===== config.mk =====
export PLATFORM = sky130hd
export DESIGN_NAME = phase_trim_ctrl
export DESIGN_NICKNAME = d
export VERILOG_FILES = /design/src/rtl/pt_pkg.sv /design/src/rtl/pt_div_const.sv /design/src/rtl/pt_capture_avg.sv /design/src/rtl/pt_split_steer.sv /design/src/rtl/pt_trim_frame.sv /design/src/rtl/phase_trim_ctrl.sv
export SDC_FILE = /design/constraint.sdc
export NUM_CORES = 1
export LEC_CHECK = 0
export BUFFER_PORTS_ARGS = -buffer_cell sky130_fd_sc_hd__buf_2
export CORE_ASPECT_RATIO = 1.1
export CORE_UTILIZATION = 30
export CTS_CLUSTER_DIAMETER = 60
export DETAILED_ROUTE_END_ITERATION = 8
export HOLD_SLACK_MARGIN = 0.02
export PLACE_DENSITY = 0.49
export REMOVE_ABC_BUFFERS = 1
export SYNTH_ARGS = -nofsm -noshare
export SYNTH_HDL_FRONTEND = slang
export SYNTH_SLANG_ARGS = --single-unit

===== constraint.sdc =====
create_clock -name clk -period 16.2 [get_ports clk]
set_input_delay 0 -clock clk [delete_from_list [all_inputs] [get_ports clk]]
set_output_delay 0 -clock clk [all_outputs]
set_load 0.02 [all_outputs]

===== src/rtl/pt_pkg.sv =====
package pt_pkg;

   // Correction decision taken for one averaged error
   typedef enum logic [1:0] {
      ADJ_HOLD = 2'd0,
      ADJ_UP   = 2'd1,
      ADJ_DOWN = 2'd2
   } adj_e;

   function automatic int unsigned pt_max(input int unsigned a, input int unsigned b);
      return (a > b) ? a : b;
   endfunction

endpackage


===== src/rtl/pt_div_const.sv =====
// Exact floor division of a block sum by the constant block length.
module pt_div_const #(
   parameter int CAP_W = 16,
   parameter int AVG_N = 20,
   localparam int LOG_N = $clog2(AVG_N),
   localparam int SUM_W = CAP_W + LOG_N
) (
   input  logic [SUM_W-1:0] sum_i,
   output logic [CAP_W-1:0] quot_o
);

   generate
      if ((1 << LOG_N) == AVG_N) begin : g_shift
         // Power-of-two block length: plain shift
         logic unused_low;
         assign unused_low = ^sum_i[LOG_N-1:0];
         assign quot_o     = sum_i[LOG_N +: CAP_W];
      end else begin : g_mulshift
         // Reciprocal with SUM_W + LOG_N fraction bits is exact for SUM_W-bit sums
         localparam int MAG_SH = SUM_W + LOG_N;
         localparam int MAG_W  = SUM_W + 1;
         localparam int PROD_W = SUM_W + MAG_W;
         localparam longint unsigned MAGIC =
            ((64'd1 << MAG_SH) + 64'(AVG_N) - 64'd1) / 64'(AVG_N);

         if (MAG_SH > 62) begin : g_bad_shift
            $error("pt_div_const: reciprocal shift too wide");
         end

         logic [MAG_W-1:0]  magic_c;
         logic [PROD_W-1:0] prod;
         logic              unused_prod;

         assign magic_c     = MAG_W'(MAGIC);
         assign prod        = PROD_W'(sum_i) * PROD_W'(magic_c);
         assign quot_o      = prod[MAG_SH +: CAP_W];
         assign unused_prod = ^{prod[PROD_W-1:MAG_SH+CAP_W], prod[MAG_SH-1:0]};
      end
   endgenerate

endmodule


===== src/rtl/pt_capture_avg.sv =====
// Block accumulator with bypass; produces one average per block or per raw capture.
module pt_capture_avg #(
   parameter int CAP_W = 16,
   parameter int AVG_N = 20,
   localparam int LOG_N = $clog2(AVG_N),
   localparam int SUM_W = CAP_W + LOG_N,
   localparam int CNT_W = (LOG_N < 1) ? 1 : LOG_N
) (
   input  logic             clk,
   input  logic             rst_n,
   input  logic             cap_valid_i,
   input  logic [CAP_W-1:0] cap_value_i,
   input  logic             bypass_i,
   output logic [CAP_W-1:0] avg_o,
   output logic             avg_vld_o
);

   localparam logic [CNT_W-1:0] CNT_LAST = CNT_W'(AVG_N - 1);

   logic [CNT_W-1:0] cnt_q;
   logic [SUM_W-1:0] acc_q;
   logic [SUM_W-1:0] blk_sum_q;
   logic             blk_vld_q;
   logic             blk_raw_q;
   logic [CAP_W-1:0] quot;
   logic [SUM_W-1:0] acc_next;

   assign acc_next = acc_q + SUM_W'(cap_value_i);

   // Stage 1: accumulate and close a block (or pass a raw capture)
   always_ff @(posedge clk or negedge rst_n) begin
      if (!rst_n) begin
         cnt_q     <= '0;
         acc_q     <= '0;
         blk_sum_q <= '0;
         blk_vld_q <= 1'b0;
         blk_raw_q <= 1'b0;
      end else begin
         blk_vld_q <= 1'b0;
         if (bypass_i) begin
            cnt_q <= '0;
            acc_q <= '0;
            if (cap_valid_i) begin
               blk_sum_q <= SUM_W'(cap_value_i);
               blk_raw_q <= 1'b1;
               blk_vld_q <= 1'b1;
            end
         end else if (cap_valid_i) begin
            if (cnt_q == CNT_LAST) begin
               blk_sum_q <= acc_next;
               blk_raw_q <= 1'b0;
               blk_vld_q <= 1'b1;
               acc_q     <= '0;
               cnt_q     <= '0;
            end else begin
               acc_q <= acc_next;
               cnt_q <= cnt_q + 1'b1;
            end
         end
      end
   end

   pt_div_const #(
      .CAP_W (CAP_W),
      .AVG_N (AVG_N)
   ) div_i (
      .sum_i  (blk_sum_q),
      .quot_o (quot)
   );

   // Stage 2: register the average
   always_ff @(posedge clk or negedge rst_n) begin
      if (!rst_n) begin
         avg_o     <= '0;
         avg_vld_o <= 1'b0;
      end else begin
         avg_vld_o <= blk_vld_q;
         if (blk_vld_q) begin
            avg_o <= blk_raw_q ? blk_sum_q[CAP_W-1:0] : quot;
         end
      end
   end

   // Divider bracket: quot*N <= sum < quot*N + N
   logic [SUM_W+1:0] q_times_n;
   assign q_times_n = (SUM_W+2)'(quot) * (SUM_W+2)'(AVG_N);


   div_exact_chk: assert property (@(posedge clk) disable iff (!rst_n)
      (blk_vld_q && !blk_raw_q) |->
         (q_times_n <= (SUM_W+2)'(blk_sum_q)) &&
         ((SUM_W+2)'(blk_sum_q) < q_times_n + (SUM_W+2)'(AVG_N)));


   blk_cnt_chk: assert property (@(posedge clk) disable iff (!rst_n)
      cnt_q <= CNT_LAST);


   byp_clear_chk: assert property (@(posedge clk) disable iff (!rst_n)
      bypass_i |=> (cnt_q == '0) && (acc_q == '0));

endmodule


===== src/rtl/pt_split_steer.sv =====
// Proportional steering of the pending split from the averaged phase error.
module pt_split_steer
   import pt_pkg::*;
#(
   parameter int CAP_W      = 16,
   parameter int TARGET     = 150,
   parameter int FRAME_LEN  = 1000,
   parameter int STEP_W     = 10,
   parameter int BAND_W     = 16,
   parameter int SPLIT_INIT = 500,
   localparam int SPLIT_W   = $clog2(FRAME_LEN)
) (
   input  logic               clk,
   input  logic               rst_n,
   input  logic [CAP_W-1:0]   avg_i,
   input  logic               avg_vld_i,
   input  logic [STEP_W-1:0]  step_i,
   input  logic [BAND_W-1:0]  band_i,
   output logic [SPLIT_W-1:0] pend_o
);

   localparam int ERR_W = CAP_W + 2;
   localparam int ACC_W = pt_max(SPLIT_W, STEP_W) + 2;
   localparam logic [SPLIT_W-1:0] SPLIT_LAST = SPLIT_W'(FRAME_LEN - 1);

   logic signed [ERR_W-1:0] err;
   logic signed [ERR_W-1:0] mag;
   adj_e                    adj;
   logic signed [ACC_W-1:0] up_v;
   logic signed [ACC_W-1:0] dn_v;
   logic [SPLIT_W-1:0]      pend_q;
   logic [SPLIT_W-1:0]      pend_n;

   always_comb begin
      err = $signed({2'b00, avg_i}) - $signed(ERR_W'(TARGET));
      mag = (err < 0) ? -err : err;
      if (mag > $signed(ERR_W'(band_i))) begin
         adj = (err > 0) ? ADJ_UP : ADJ_DOWN;
      end else begin
         adj = ADJ_HOLD;
      end
   end

   always_comb begin
      up_v = $signed(ACC_W'(pend_q)) + $signed(ACC_W'(step_i));
      dn_v = $signed(ACC_W'(pend_q)) - $signed(ACC_W'(step_i));
      unique case (adj)
         ADJ_UP:   pend_n = (up_v > $signed(ACC_W'(SPLIT_LAST))) ? SPLIT_LAST
                                                                : up_v[SPLIT_W-1:0];
         ADJ_DOWN: pend_n = (dn_v < 0) ? '0 : dn_v[SPLIT_W-1:0];
         default:  pend_n = pend_q;
      endcase
   end

   always_ff @(posedge clk or negedge rst_n) begin
      if (!rst_n) begin
         pend_q <= SPLIT_W'(SPLIT_INIT);
      end else if (avg_vld_i) begin
         pend_q <= pend_n;
      end
   end

   assign pend_o = pend_q;


   split_range_chk: assert property (@(posedge clk) disable iff (!rst_n)
      pend_q <= SPLIT_LAST);


   band_hold_chk: assert property (@(posedge clk) disable iff (!rst_n)
      (avg_vld_i && (mag <= $signed(ERR_W'(band_i)))) |=> $stable(pend_q));


   dir_up_chk: assert property (@(posedge clk) disable iff (!rst_n)
      (avg_vld_i && (err > 0)) |=> (pend_q >= $past(pend_q)));


   dir_down_chk: assert property (@(posedge clk) disable iff (!rst_n)
      (avg_vld_i && (err < 0)) |=> (pend_q <= $past(pend_q)));


   idle_hold_chk: assert property (@(posedge clk) disable iff (!rst_n)
      !avg_vld_i |=> $stable(pend_q));

endmodule


===== src/rtl/pt_trim_frame.sv =====
// Frame index counter and fast/slow trim selection from the active split.
module pt_trim_frame #(
   parameter int FRAME_LEN  = 1000,
   parameter int SPLIT_INIT = 500,
   localparam int SPLIT_W   = $clog2(FRAME_LEN)
) (
   input  logic               clk,
   input  logic               rst_n,
   input  logic               tick_i,
   input  logic [SPLIT_W-1:0] pend_i,
   output logic               fast_o
);

   localparam logic [SPLIT_W-1:0] IDX_LAST = SPLIT_W'(FRAME_LEN - 1);

   logic [SPLIT_W-1:0] idx_q;
   logic [SPLIT_W-1:0] act_q;
   logic               wrap;

   assign wrap = tick_i && (idx_q == IDX_LAST);

   always_ff @(posedge clk or negedge rst_n) begin
      if (!rst_n) begin
         idx_q <= '0;
         act_q <= SPLIT_W'(SPLIT_INIT);
      end else if (tick_i) begin
         if (wrap) begin
            idx_q <= '0;
            act_q <= pend_i;
         end else begin
            idx_q <= idx_q + 1'b1;
         end
      end
   end

   assign fast_o = (idx_q < act_q);


   idx_hold_chk: assert property (@(posedge clk) disable iff (!rst_n)
      !tick_i |=> $stable(idx_q));


   idx_wrap_chk: assert property (@(posedge clk) disable iff (!rst_n)
      wrap |=> (idx_q == '0));


   split_load_chk: assert property (@(posedge clk) disable iff (!rst_n)
      !wrap |=> $stable(act_q));

endmodule


===== src/rtl/phase_trim_ctrl.sv =====
module phase_trim_ctrl #(
   parameter int CAP_W      = 16,
   parameter int MODULUS    = 300,
   parameter int AVG_N      = 20,
   parameter int FRAME_LEN  = 1000,
   parameter int STEP_W     = 10,
   parameter int BAND_W     = 16,
   parameter int SPLIT_INIT = FRAME_LEN / 2,
   localparam int TARGET    = MODULUS / 2,
   localparam int SPLIT_W   = $clog2(FRAME_LEN)
) (
   input  logic              clk,
   input  logic              rst_n,
   input  logic              cap_valid,
   input  logic [CAP_W-1:0]  cap_value,
   input  logic              avg_bypass,
   input  logic [STEP_W-1:0] step_size,
   input  logic [BAND_W-1:0] dead_band,
   input  logic              cycle_tick,
   output logic              trim_fast
);

   // Elaboration-time parameter checks
   generate
      if (AVG_N < 2) begin : g_bad_avg
         $error("phase_trim_ctrl: AVG_N must be at least 2");
      end
      if (FRAME_LEN < 2) begin : g_bad_frame
         $error("phase_trim_ctrl: FRAME_LEN must be at least 2");
      end
      if ((SPLIT_INIT < 0) || (SPLIT_INIT >= FRAME_LEN)) begin : g_bad_init
         $error("phase_trim_ctrl: SPLIT_INIT outside the frame");
      end
      if (TARGET >= (1 << CAP_W)) begin : g_bad_target
         $error("phase_trim_ctrl: phase target exceeds capture range");
      end
      if (BAND_W > CAP_W + 1) begin : g_bad_band
         $error("phase_trim_ctrl: BAND_W wider than the error magnitude");
      end
   endgenerate

   logic [CAP_W-1:0]   avg;
   logic               avg_vld;
   logic [SPLIT_W-1:0] pend;

   pt_capture_avg #(
      .CAP_W (CAP_W),
      .AVG_N (AVG_N)
   ) avg_i (
      .clk         (clk),
      .rst_n       (rst_n),
      .cap_valid_i (cap_valid),
      .cap_value_i (cap_value),
      .bypass_i    (avg_bypass),
      .avg_o       (avg),
      .avg_vld_o   (avg_vld)
   );

   pt_split_steer #(
      .CAP_W      (CAP_W),
      .TARGET     (TARGET),
      .FRAME_LEN  (FRAME_LEN),
      .STEP_W     (STEP_W),
      .BAND_W     (BAND_W),
      .SPLIT_INIT (SPLIT_INIT)
   ) steer_i (
      .clk       (clk),
      .rst_n     (rst_n),
      .avg_i     (avg),
      .avg_vld_i (avg_vld),
      .step_i    (step_size),
      .band_i    (dead_band),
      .pend_o    (pend)
   );

   pt_trim_frame #(
      .FRAME_LEN  (FRAME_LEN),
      .SPLIT_INIT (SPLIT_INIT)
   ) frame_i (
      .clk    (clk),
      .rst_n  (rst_n),
      .tick_i (cycle_tick),
      .pend_i (pend),
      .fast_o (trim_fast)
   );

endmodule


==> summary.txt <==
Timing
  • Period utilisation layout: roughly 42%
  • Slew headroom: a little under two fifths
  • Max Freq: around 0.15 GHz
  • Setup violations, final: 0
  • Fin worst setup slack: around 9.4 ns
  • Pins Over Slew Limit: 0
  • Final hold vios: 0
  • Min Tclk post-route: a little under 7 ns
  • Setup TNS: 0 ns
  • RSZ-0062 raised after global routing: false
  • Slew @ Worst Pin: ~0.93 ns
  • Final Skew: roughly 0.009 ns

Clock network
  • Post-CTS Setup Inserts: 0
  • Clk slew on worst S/H paths: approximately 0.070 ns
  • CTS Buf Count: 9
  • CTS H-Tree Depth: 3
  • Root Buffer Master: clkbuf_16
  • CTS sink count: 96
  • Maximum root-to-sink buffer count: 2
  • CTS tree: yes
  • Clk_lat worst skew: ~0.37 ns

Min path
  • Hold Path Depth: 4
  • Critical hold path startpoint: cap_value[15]
  • Hold WC Path Type: in -> reg
  • Hold worst-path end: avg_i.blk_sum_q[15]

GRT
  • Vias in the first global route: approximately 12,000
  • GRT Residual Overflow: 0
  • Largest net degree at the start of global routing: 61
  • Antenna violations before repair: 0
  • First-pass GRT wire length: between 60,000 and 70,000 um
  • Gr usage total: between 15 and 20%

Worst setup path
  • R2R depth: 21
  • Crit path launch type: register
  • FF-to-FF Start: avg_i.blk_sum_q[10]
  • R2R setup slack: roughly 9.4 ns
  • Arr. time, crit path: between 7 and 8 ns
  • Crit path kind: reg -> reg
  • Worst Setup End Kind: register
  • CP max FO: 7
  • Reg2reg end: avg_i.avg_o[8]
  • Worst Path Required: 16.44 ns

Layout
  • Ratio of cells with drive above 1 in the final layout: under 10%
  • P&R area growth vs syn: 9.199%
  • Final nets: between 2,000 and 2,500
  • Fillers: roughly 5,000
  • Register area: ~2400 um2
  • Finished Layout Cells: roughly 2,200
  • Area of the multi-input gates: between 10,000 and 15,000 um2
  • Ant diodes: 0
  • Post-route cell area: between 15,000 and 20,000 um2

Synth
  • Primary FF master, synth: dfrtp_1
  • Cells after Synth: approximately 1,600
  • FF+latch count, synth: 96
  • Warnings from Yosys: 0
  • Mean Syn Cell Area: roughly 9.3 um2
  • Synthesized area: roughly 14,000 um2
  • Post-synth EDFFs: 0
  • Unique masters post-synth: between 70 and 80
  • Synth async-reset ratio: between 90% and 100%
  • Register area share after synthesis: about 17%

Placement
  • DP Cell Count: approximately 2,200
  • Post-DP HPWL: roughly 32,000 um
  • Placed inst area: 15,380 um2
  • Global placer's final weighted congestion: between 0.8 and 0.9
  • Number of port buffers: 47
  • Worst slack at placement: around 9.4 ns

Die
  • DIE WIDTH: approximately 210 um
  • Die area: around 49,000 um2
  • Die height: 232.3 um
  • Placement Rows: 84
  • Initial Util: roughly 30%
  • Core region area: between 40,000 and 50,000 um2
  • Ports: 48

Run status
  • Status: completed

Flow run
  • Number of max-cap violations: 0

Routing
  • DR vias/cell: ~4.9
  • DRT antenna net count: 0
  • Via count: 10,860
  • Final WL: 37,690 um
  • WL/cell: 16.85 um
  • Iteration-0 DRC count of the detailed router: 486
  • # DRC: 0
  • Drt first pass iters: 5
-- routing by layer --
layer  part of all wire [%]  up-vias  GRT usage (%)  wire length [um]
li1                       -     5359              -                 -
met1                     47     5303          20.94             17540
met2                     48      156          28.21             18240
met3                    2.7       40          1.893              1031
met4                    2.3        0          4.869               880
met5                      0        -              0                 0
-- layout make-up --
type	instances	area share, %
multi-input cells	1148	68.78
flip-flops and latches	96	15.31
inverters	267	6.348
well taps	645	5.111
repair buffers	64	2.472
clock buffers	10	1.450
clock inverters	6	0.5309
-- kinds of logic (layout without fill, tap and decap cells) --
logic type,Yosys count,count (layout),synth area share (%)
compound gates,326,326,15.42
xor+xnor,83,83,5.028
fa+ha+maj,405,405,42.21
buf+inv,309,347,8.178
flops,96,96,16.72
mux,14,14,0.9952
simple gates,320,320,11.45
-- worst max-delay path, stage by stage (launching register included) --
cell      delay, ns
dfrtp_1        0.65
ha_1           0.45
fa_1           0.49
ha_1           0.29
inv_1          0.05
fa_1           0.50
inv_1          0.06
fa_1           0.47
fa_1           0.54
inv_1          0.05
fa_1           0.49
inv_1          0.04
ha_1           0.33
a21o_1         0.19
a21oi_1        0.18
o21ai_0        0.12
a221oi_1       0.31
o21ai_1        0.25
a221o_1        0.47
a21oi_1        0.32
nor4b_1        0.08
or3_1          0.36
-- placed cells by master, fill, tap and decap left out, types with 7 or more instances in the layout --
master / instances
dlygate4sd3_1: 10
nor4_1: 7
nand3_1: 21
nor3_1: 25
nand2_1: 81
nand4_1: 9
o31ai_1: 8
mux2i_1: 11
dfstp_2: 12
and3_1: 13
a31oi_1: 7
a211oi_1: 17
a21o_1: 41
dfrtp_1: 84
nor2_1: 64
xnor2_1: 38
buf_4: 8
a22o_1: 39
fa_1: 138
nor2b_1: 18
o21bai_1: 8
inv_1: 266
or3_1: 10
nand2b_1: 15
a21oi_1: 63
ha_1: 267
and2_1: 20
o22ai_1: 9
clkbuf_16: 9
o21ai_0: 66
buf_2: 46
o21a_1: 14
xor2_1: 45
-- per-stage QoR --
stage | hold WS [ns] | utilization (%)
after floorplan | -0.2956 | -
after global placement | 0.02406 | 32.22
after detailed placement | 0.02186 | 32.22
after CTS | 0.02108 | 33.09
after global routing | 0.03002 | 33.09
final | 0.03177 | 33.09
-- how the worst max path moves through the flow --
stage	start	end	cells after the start	slack, ns
after detailed placement	avg_i.blk_sum_q[10]	avg_i.avg_o[8]	21	9.39
final	avg_i.blk_sum_q[10]	avg_i.avg_o[8]	21	9.37
after floorplan	avg_i.blk_sum_q[11]	avg_i.avg_o[8]	19	10.12
after global placement	avg_i.blk_sum_q[13]	avg_i.avg_o[8]	19	9.40
after global routing	avg_i.blk_sum_q[11]	avg_i.avg_o[8]	21	8.94
after CTS	avg_i.blk_sum_q[10]	avg_i.avg_o[8]	21	9.36
-- Yosys cell counts, types with 8 or more instances --
cell type / n / area (um2)
a211oi_1: 17 / 127.6
a21o_1: 41 / 307.8
a21oi_1: 63 / 315.3
a22o_1: 39 / 341.6
and2_1: 20 / 125.1
and3_1: 13 / 81.33
clkbuf_1: 32 / 120.1
dfrtp_1: 84 / 2102
dfstp_2: 12 / 315.3
fa_1: 138 / 2763
ha_1: 267 / 3341
inv_1: 266 / 998.5
mux2i_1: 11 / 110.1
nand2_1: 81 / 304.0
nand2b_1: 15 / 93.84
nand3_1: 21 / 105.1
nand4_1: 9 / 56.30
nor2_1: 64 / 240.2
nor2b_1: 18 / 112.6
nor3_1: 25 / 125.1
o21a_1: 14 / 105.1
o21ai_0: 66 / 330.3
o21bai_1: 8 / 60.06
o22ai_1: 9 / 56.30
o31ai_1: 8 / 60.06
or3_1: 10 / 62.56
xnor2_1: 38 / 332.8
xor2_1: 45 / 394.1
-- state kept, by name, indices dropped and copies added, names as in the netlist, 5 cells and up --
signal / count
avg_i.acc_q: 21
avg_i.blk_sum_q: 21
avg_i.avg_o: 16
frame_i.act_q: 10
frame_i.idx_q: 10
steer_i.pend_o: 10
avg_i.cnt_q: 5
-- repair_timing --
action / 4_1_cts / 5_1_grt
hold endpoints to repair: 47 / 0
hold buffers: 10 / 0
gates resized for setup: 0 / 0
Power is left out: the tool's default activity adds up to more than one toggle a clock period on the data nets, which glitch-free logic cannot reach.
